$ cat src/rtl/pt_pkg.sv
package pt_pkg;

    typedef enum logic [1:0] {
        MODE_HALT     = 2'b00,
        MODE_ONCE     = 2'b01,
        MODE_FREE     = 2'b10,
        MODE_HALT_ALT = 2'b11
    } mode_e;

    typedef enum logic [1:0] {
        ST_IDLE,
        ST_RUN_ONCE,
        ST_RUN_FREE,
        ST_HELD
    } state_e;

    localparam logic [1:0] REG_CTL  = 2'd0;
    localparam logic [1:0] REG_PSC  = 2'd1;
    localparam logic [1:0] REG_DIV  = 2'd2;
    localparam logic [1:0] REG_STAT = 2'd3;

    localparam int CTL_W   = 3;
    localparam int SRC_BIT = 2;

endpackage

$ cat src/rtl/pt_src_sel.sv
module pt_src_sel #(
    parameter int SYNC_STAGES = 2
) (
    input  logic clk,
    input  logic rst_n,
    input  logic restart,
    input  logic running,
    input  logic use_ext,
    input  logic ext_clk,
    output logic src_tick
);
    localparam int CHAIN_W = SYNC_STAGES + 1;

    logic [CHAIN_W-1:0] chain_q;
    logic               half_q;
    logic               ext_edge;
    logic               int_tick;

    // synchronizer stages plus one history flop for edge detection
    always_ff @(posedge clk or negedge rst_n) begin
        if (!rst_n) begin
            chain_q <= '0;
        end else begin
            chain_q <= {chain_q[CHAIN_W-2:0], ext_clk};
        end
    end

    assign ext_edge = chain_q[SYNC_STAGES-1] & ~chain_q[SYNC_STAGES];

    // half-rate internal tick, phase-aligned at each start
    always_ff @(posedge clk or negedge rst_n) begin
        if (!rst_n) begin
            half_q <= 1'b0;
        end else if (restart) begin
            half_q <= 1'b0;
        end else if (running) begin
            half_q <= ~half_q;
        end
    end

    assign int_tick = half_q;
    assign src_tick = use_ext ? ext_edge : int_tick;

endmodule

$ cat src/rtl/pt_prescaler.sv
module pt_prescaler #(
    parameter int PSC_W = 10
) (
    input  logic             clk,
    input  logic             rst_n,
    input  logic             restart,
    input  logic             reload,
    input  logic             enable,
    input  logic             src_tick,
    input  logic [PSC_W-1:0] psc_cfg,
    output logic             cnt_tick
);
    logic [PSC_W-1:0] pcnt_q;
    logic [PSC_W-1:0] psc_act_q;

    assign cnt_tick = enable && src_tick && (pcnt_q == psc_act_q);

    always_ff @(posedge clk or negedge rst_n) begin
        if (!rst_n) begin
            pcnt_q    <= '0;
            psc_act_q <= '0;
        end else if (restart || reload) begin
            pcnt_q    <= '0;
            psc_act_q <= psc_cfg;
        end else if (enable && src_tick) begin
            if (cnt_tick) begin
                pcnt_q <= '0;
            end else begin
                pcnt_q <= pcnt_q + 1'b1;
            end
        end
    end

endmodule

$ cat src/rtl/pt_core.sv
module pt_core
    import pt_pkg::*;
#(
    parameter int DIV_W = 16
) (
    input  logic             clk,
    input  logic             rst_n,
    input  logic             cmd_valid,
    input  mode_e            cmd_mode,
    input  logic             cnt_tick,
    input  logic [DIV_W-1:0] div_cfg,
    output logic             running,
    output logic             restart,
    output logic             reload,
    output logic             expire_evt,
    output logic             irq_pulse
);
    state_e           state_q;
    state_e           state_d;
    logic [DIV_W-1:0] mcnt_q;
    logic [DIV_W-1:0] div_act_q;
    logic             hit;
    logic             start_req;

    assign hit       = cnt_tick && (mcnt_q == div_act_q);
    assign start_req = cmd_valid && ((cmd_mode == MODE_ONCE) || (cmd_mode == MODE_FREE));

    // next-state logic: commands override, otherwise expiry transitions
    always_comb begin
        state_d = state_q;
        if (cmd_valid) begin
            unique case (cmd_mode)
                MODE_ONCE:     state_d = ST_RUN_ONCE;   // start_once
                MODE_FREE:     state_d = ST_RUN_FREE;   // start_free
                MODE_HALT,
                MODE_HALT_ALT: state_d = ST_IDLE;       // halt
            endcase
        end else begin
            unique case (state_q)
                ST_IDLE:     state_d = ST_IDLE;
                ST_RUN_ONCE: if (hit) state_d = ST_HELD; // expire_once
                ST_RUN_FREE: state_d = ST_RUN_FREE;       // expire_free reloads in place
                ST_HELD:     state_d = ST_HELD;
            endcase
        end
    end

    // state register
    always_ff @(posedge clk or negedge rst_n) begin
        if (!rst_n) begin
            state_q <= ST_IDLE;
        end else begin
            state_q <= state_d;
        end
    end

    assign running    = (state_q == ST_RUN_ONCE) || (state_q == ST_RUN_FREE);
    assign restart    = start_req;
    assign reload     = hit && (state_q == ST_RUN_FREE) && !cmd_valid;
    assign expire_evt = hit && !cmd_valid;

    // main count and active divisor
    always_ff @(posedge clk or negedge rst_n) begin
        if (!rst_n) begin
            mcnt_q    <= '0;
            div_act_q <= '0;
        end else if (start_req) begin
            mcnt_q    <= '0;
            div_act_q <= div_cfg;
        end else if (cmd_valid) begin
            mcnt_q <= '0;
        end else if (hit) begin
            mcnt_q <= '0;
            if (reload) begin
                div_act_q <= div_cfg;
            end
        end else if (cnt_tick) begin
            mcnt_q <= mcnt_q + 1'b1;
        end
    end

    // outputs
    always_ff @(posedge clk or negedge rst_n) begin
        if (!rst_n) begin
            irq_pulse <= 1'b0;
        end else begin
            irq_pulse <= expire_evt;
        end
    end

endmodule

$ cat src/rtl/pt_timer.sv
module pt_timer
    import pt_pkg::*;
#(
    parameter int PSC_W       = 10,
    parameter int DIV_W       = 16,
    parameter int DATA_W      = 16,
    parameter int SYNC_STAGES = 2
) (
    input  logic              clk,
    input  logic              rst_n,
    input  logic              wr_en,
    input  logic [1:0]        wr_addr,
    input  logic [DATA_W-1:0] wr_data,
    input  logic [1:0]        rd_addr,
    output logic [DATA_W-1:0] rd_data,
    input  logic              ext_clk,
    output logic              irq_pulse,
    output logic              irq_flag
);
    localparam int MODE_W = $bits(mode_e);

    logic [CTL_W-1:0] ctl_q;
    logic [PSC_W-1:0] psc_q;
    logic [DIV_W-1:0] div_q;
    logic             flag_q;

    logic  wr_ctl;
    logic  wr_psc;
    logic  wr_div;
    logic  wr_stat;
    mode_e cmd_mode;
    logic  running;
    logic  restart;
    logic  reload;
    logic  expire_evt;
    logic  src_tick;
    logic  cnt_tick;

    assign wr_ctl   = wr_en && (wr_addr == REG_CTL);
    assign wr_psc   = wr_en && (wr_addr == REG_PSC);
    assign wr_div   = wr_en && (wr_addr == REG_DIV);
    assign wr_stat  = wr_en && (wr_addr == REG_STAT);
    assign cmd_mode = mode_e'(wr_data[MODE_W-1:0]);

    always_ff @(posedge clk or negedge rst_n) begin
        if (!rst_n) begin
            ctl_q <= '0;
            psc_q <= '0;
            div_q <= '0;
        end else begin
            if (wr_ctl) ctl_q <= wr_data[CTL_W-1:0];
            if (wr_psc) psc_q <= wr_data[PSC_W-1:0];
            if (wr_div) div_q <= wr_data[DIV_W-1:0];
        end
    end

    always_ff @(posedge clk or negedge rst_n) begin
        if (!rst_n) begin
            flag_q <= 1'b0;
        end else if (expire_evt) begin
            flag_q <= 1'b1;
        end else if (wr_stat) begin
            flag_q <= 1'b0;
        end
    end

    assign irq_flag = flag_q;

    always_comb begin
        rd_data = '0;
        unique case (rd_addr)
            REG_CTL:  rd_data[CTL_W-1:0] = ctl_q;
            REG_PSC:  rd_data[PSC_W-1:0] = psc_q;
            REG_DIV:  rd_data[DIV_W-1:0] = div_q;
            REG_STAT: rd_data[0]         = flag_q;
        endcase
    end

    pt_src_sel #(
        .SYNC_STAGES (SYNC_STAGES)
    ) u_src (
        .clk      (clk),
        .rst_n    (rst_n),
        .restart  (restart),
        .running  (running),
        .use_ext  (ctl_q[SRC_BIT]),
        .ext_clk  (ext_clk),
        .src_tick (src_tick)
    );

    pt_prescaler #(
        .PSC_W (PSC_W)
    ) u_psc (
        .clk      (clk),
        .rst_n    (rst_n),
        .restart  (restart),
        .reload   (reload),
        .enable   (running),
        .src_tick (src_tick),
        .psc_cfg  (psc_q),
        .cnt_tick (cnt_tick)
    );

    pt_core #(
        .DIV_W (DIV_W)
    ) u_core (
        .clk        (clk),
        .rst_n      (rst_n),
        .cmd_valid  (wr_ctl),
        .cmd_mode   (cmd_mode),
        .cnt_tick   (cnt_tick),
        .div_cfg    (div_q),
        .running    (running),
        .restart    (restart),
        .reload     (reload),
        .expire_evt (expire_evt),
        .irq_pulse  (irq_pulse)
    );

endmodule

$ cat config.mk
export PLATFORM = sky130hd
export DESIGN_NAME = pt_timer
export DESIGN_NICKNAME = d
export VERILOG_FILES = /design/src/rtl/pt_pkg.sv /design/src/rtl/pt_src_sel.sv /design/src/rtl/pt_prescaler.sv /design/src/rtl/pt_core.sv /design/src/rtl/pt_timer.sv
export SDC_FILE = /design/constraint.sdc
export NUM_CORES = 1
export LEC_CHECK = 0
export ABC_CLOCK_PERIOD_IN_PS = 2360
export BUFFER_PORTS_ARGS = -buffer_cell sky130_fd_sc_hd__buf_4
export CAP_MARGIN = 30
export CORE_UTILIZATION = 50
export DETAILED_ROUTE_END_ITERATION = 10
export PLACE_DENSITY_LB_ADDON = 0.08
export SKIP_CTS_REPAIR_TIMING = 1
export SLEW_MARGIN = 10
export SYNTH_ARGS = -nofsm -noshare
export SYNTH_HDL_FRONTEND = slang
export SYNTH_SLANG_ARGS = --single-unit
$ cat constraint.sdc
create_clock -name clk -period 2.36 [get_ports clk]
set_clock_uncertainty 0.05 [all_clocks]
set_input_delay 0.472 -clock clk [delete_from_list [all_inputs] [get_ports clk]]
set_output_delay 0.472 -clock clk [all_outputs]
set_load 0.05 [all_outputs]
==> summary.md <==
| Metric | Value |
|---|---|
| Seq/Total Area, Yosys | 49.5% |
| Post-route cell area | 0.00532 sq mm |
| Slew Limit Fails | 0 |
| Most frequent cells after synthesis | 89 x dfrtp_1, 33 x xnor2_1, 30 x mux2_2 |
| GPL Wtd Cong | 0.842 |
| Rel. slew slack | 66.4% |
| Synth Area in Compound Gates | 7.59% |
| Least-Margin Pin Slew | 501 ps |
| Syn_nets | 427 |
| Mux share of post-synthesis cell area | 14.4% |
| Worst Path Max Fanout | 28 |
| Pleak | 2.42 nW |
| Final Setup Violations | 0 |
| Synth area leader | dfrtp_1 |
| I/O pin total | 42 |
| Number of synthesized register bits | 89 |
| DR vias/cell | 5.55 |
| WHS | 8.99 ps |
| Ys flop type | dfrtp_1 |
| Clk pin slew, worst setup/hold paths | 100 ps |
| Critical path type | reg2reg |
| Met3 wire length | 489 um |
| Die height | 96.9 um |
| Post-synth EDFFs | 0 |
| Startpoint types | flop |
| Final WL | 9.84 mm |
| First-pass GRT wire length | 16.5 mm |
| Clk root buf | clkbuf_8 |
| Core box area | 0.00872 sq mm |
| RR Endpoint | u_psc.psc_act_q[5]$_DFFE_PN0P_ |
| Clock latency on the worst-skew pair | 360 ps |
| Clk sinks | 89 |
| Critical path data arrival time | 2470 ps |
| Wl on met1 | 4.85 mm |
| Port bufs | 41 |
| Syn Area/Cell | 11.6 sq um |
| Yosys warnings | 0 |
| VDD IR max | 0.400 mV |
| XOR/XNOR share of the synthesized area | 7.59% |
| TritonCTS clock tree | built |
| Post-Syn Instances | 389 |
| Starting DRT DRC Count | 203 |
| Via Count | 3142 |
| Clk buf depth | 2 |
| DRC violations left | 0 |
| Minimum clock period | 2270 ps |
| Depth of the CTS H-tree | 3 |
| R2r startpoint | u_psc.pcnt_q[3]$_DFFE_PN0P_ |
| Max cap viols | 0 |
| Power share of the clock group | 26.7% |
| Synth top area cells | dfrtp_1 49%, mux2_2 7.5%, xnor2_1 6.4% |
| P_int | 0.00313 W |
| Filler cells | 722 |
| Multi-input gate area | 0.00219 sq mm |
| Sw Share | 31.7% |
| Crit. End Element | flop |
| CTS buffer count | 9 |
| Post-synth cell types | 45 |
| Net load switching power | 0.00145 W |
| Placed cell area | 0.00509 sq mm |
| Initial antenna violation count | 0 |
| Largest net degree at the start of global routing | 42 |
| Initial DRT Pass Iterations | 4 |
| Max layer used | met4 |
| Antenna-violating nets left | 0 |
| Register Area | 0.00223 sq mm |
| Final worst-path cycle share | 96.4% |
| Layout cells sized above 1 | 29.7% |
| PwrDens | 860 mW/mm^2 |
| FFs w/ async S/R, synth | 100% |
| Post-synthesis simple-gate area fraction | 15.0% |
| Top-count cell post-synth | dfrtp_1 |
| Die boundary width | 96.9 um |
| FMAX | 440 MHz |
| N_diodes | 0 |
| R2R Setup Slk | 90 ps |
| CP required | 2550 ps |
| Status | completed |
| Starting Density | 51.6% |
| Largest family of logic cells by synthesized area | simple AND/OR/NAND/NOR gates |
| Adder-cell area share of the yosys netlist | 3.89% |
| Met2 WL | 4.39 mm |
| WL/cell | 17.4 um |
| Row cnt | 34 |
| Layout net count | 491 |
| Area Growth Syn to Fin | 18.3% |
| Hold Fails Final Rpt | 0 |
| Vias in the first global route | 3117 |
| Hold WC Path Type | in2async |
| Netlist Area Pre-Place | 0.00450 sq mm |
| Cell count of the worst reg-to-reg path | 7 |
| Die Area | 0.00938 sq mm |
| RSZ-0062 raised after global routing | true |
| Total gr overflow | 0 |
| Detailed Place HPWL | 7.20 mm |
| Flop pwr share | 46.8% |
| Synth top area share | 49.5% |
| Gate power share | 26.5% |
| Total global routing track utilization | 22.5% |
## how the worst max path moves through the flow
stage	start	endpoint	slack (ps)	cells after the start
global placement	wr_addr[1]	u_core.div_act_q[5]$_DFFE_PN0P_	110	6
floorplan	rd_addr[0]	rd_data[8]	4	5
global route	u_psc.pcnt_q[1]$_DFFE_PN0P_	u_core.mcnt_q[6]$_DFFE_PN0P_	-60	7
CTS	u_psc.pcnt_q[3]$_DFFE_PN0P_	u_core.mcnt_q[12]$_DFFE_PN0P_	30	6
detailed placement	u_psc.pcnt_q[3]$_DFFE_PN0P_	u_core.mcnt_q[12]$_DFFE_PN0P_	70	6
finish	u_psc.pcnt_q[3]$_DFFE_PN0P_	u_psc.psc_act_q[5]$_DFFE_PN0P_	90	7
## registers in the layout, indices dropped and copies added, names as in the netlist, 2 cells and up
name and flops:
u_src.chain_q 3, div_q 16, u_core.div_act_q 16, u_psc.psc_act_q 10, ctl_q 3, u_psc.pcnt_q 10
psc_q 10, u_core.mcnt_q 16, u_core.state_q 2
## cell families after synthesis
kind of cell	Yosys count
multiplexers	52
AO/OA/AOI/OAI	54
XOR/XNOR	39
flip-flops	89
AND/OR/NAND/NOR	121
adder cells (fa/ha/maj)	14
buffers and inverters	20
## cell usage in the layout, fill, tap and decap left out, types with 8 or more instances in the layout
| cell | count |
|---|---|
| a21oi_1 | 13 |
| a22oi_1 | 8 |
| and2_1 | 8 |
| buf_4 | 62 |
| clkbuf_8 | 9 |
| dfrtp_1 | 89 |
| ha_1 | 14 |
| inv_1 | 9 |
| mux2_2 | 30 |
| mux2_4 | 18 |
| nand2_1 | 24 |
| nand3_1 | 12 |
| nand4_1 | 11 |
| nor2_1 | 21 |
| nor2b_1 | 9 |
| o21ai_0 | 22 |
| or3_1 | 9 |
| xnor2_1 | 33 |
## routing by layer
metal	up-vias	track usage (%)
met1	1550	33.7
li1	1501	-
met3	8	3.68
met2	83	33.7
met4	0	6.31
met5	-	0
## stage by stage
step	worst slack (ps)	TNS (ps)	std cells	power [W]	utilization, %
final	85.2	0	566	0.00458	61.0
after global routing	-59.6	-747	566	0.00482	61.0
after floorplan	3.54	0	389	0.00297	-
after global placement	110	0	550	0.00333	58.3
after CTS	31.0	0	566	0.00461	61.0
after detailed placement	66.9	0	550	0.00338	58.3
## worst max-delay path, stage by stage, from the launching register on
cell and delay [ps]:
dfrtp_1 450, xnor2_1 170, nand4_1 160, buf_4 180
nor3_1 430, a41oi_4 180, buf_12 210, mux2_4 310
## final cells by class
class / count / area share, %
well taps: 108 / 2.54
repair buffers: 64 / 9.50
clock buffers: 9 / 2.33
flip-flops and latches: 89 / 41.8
clock inverters: 7 / 2.05
multi-input cells: 280 / 41.1
inverters: 9 / 0.635
## power by group through the flow
stage                     clock (W)  combinational (W)  sequential [W]
after floorplan                   0           0.000913         0.00205
after global placement            0            0.00118         0.00215
after detailed placement          0            0.00121         0.00217
after CTS                   0.00125            0.00122         0.00214
after global routing        0.00131            0.00133         0.00218
final                       0.00122            0.00121         0.00214
Note: power is estimated with default switching activity, not from simulation.
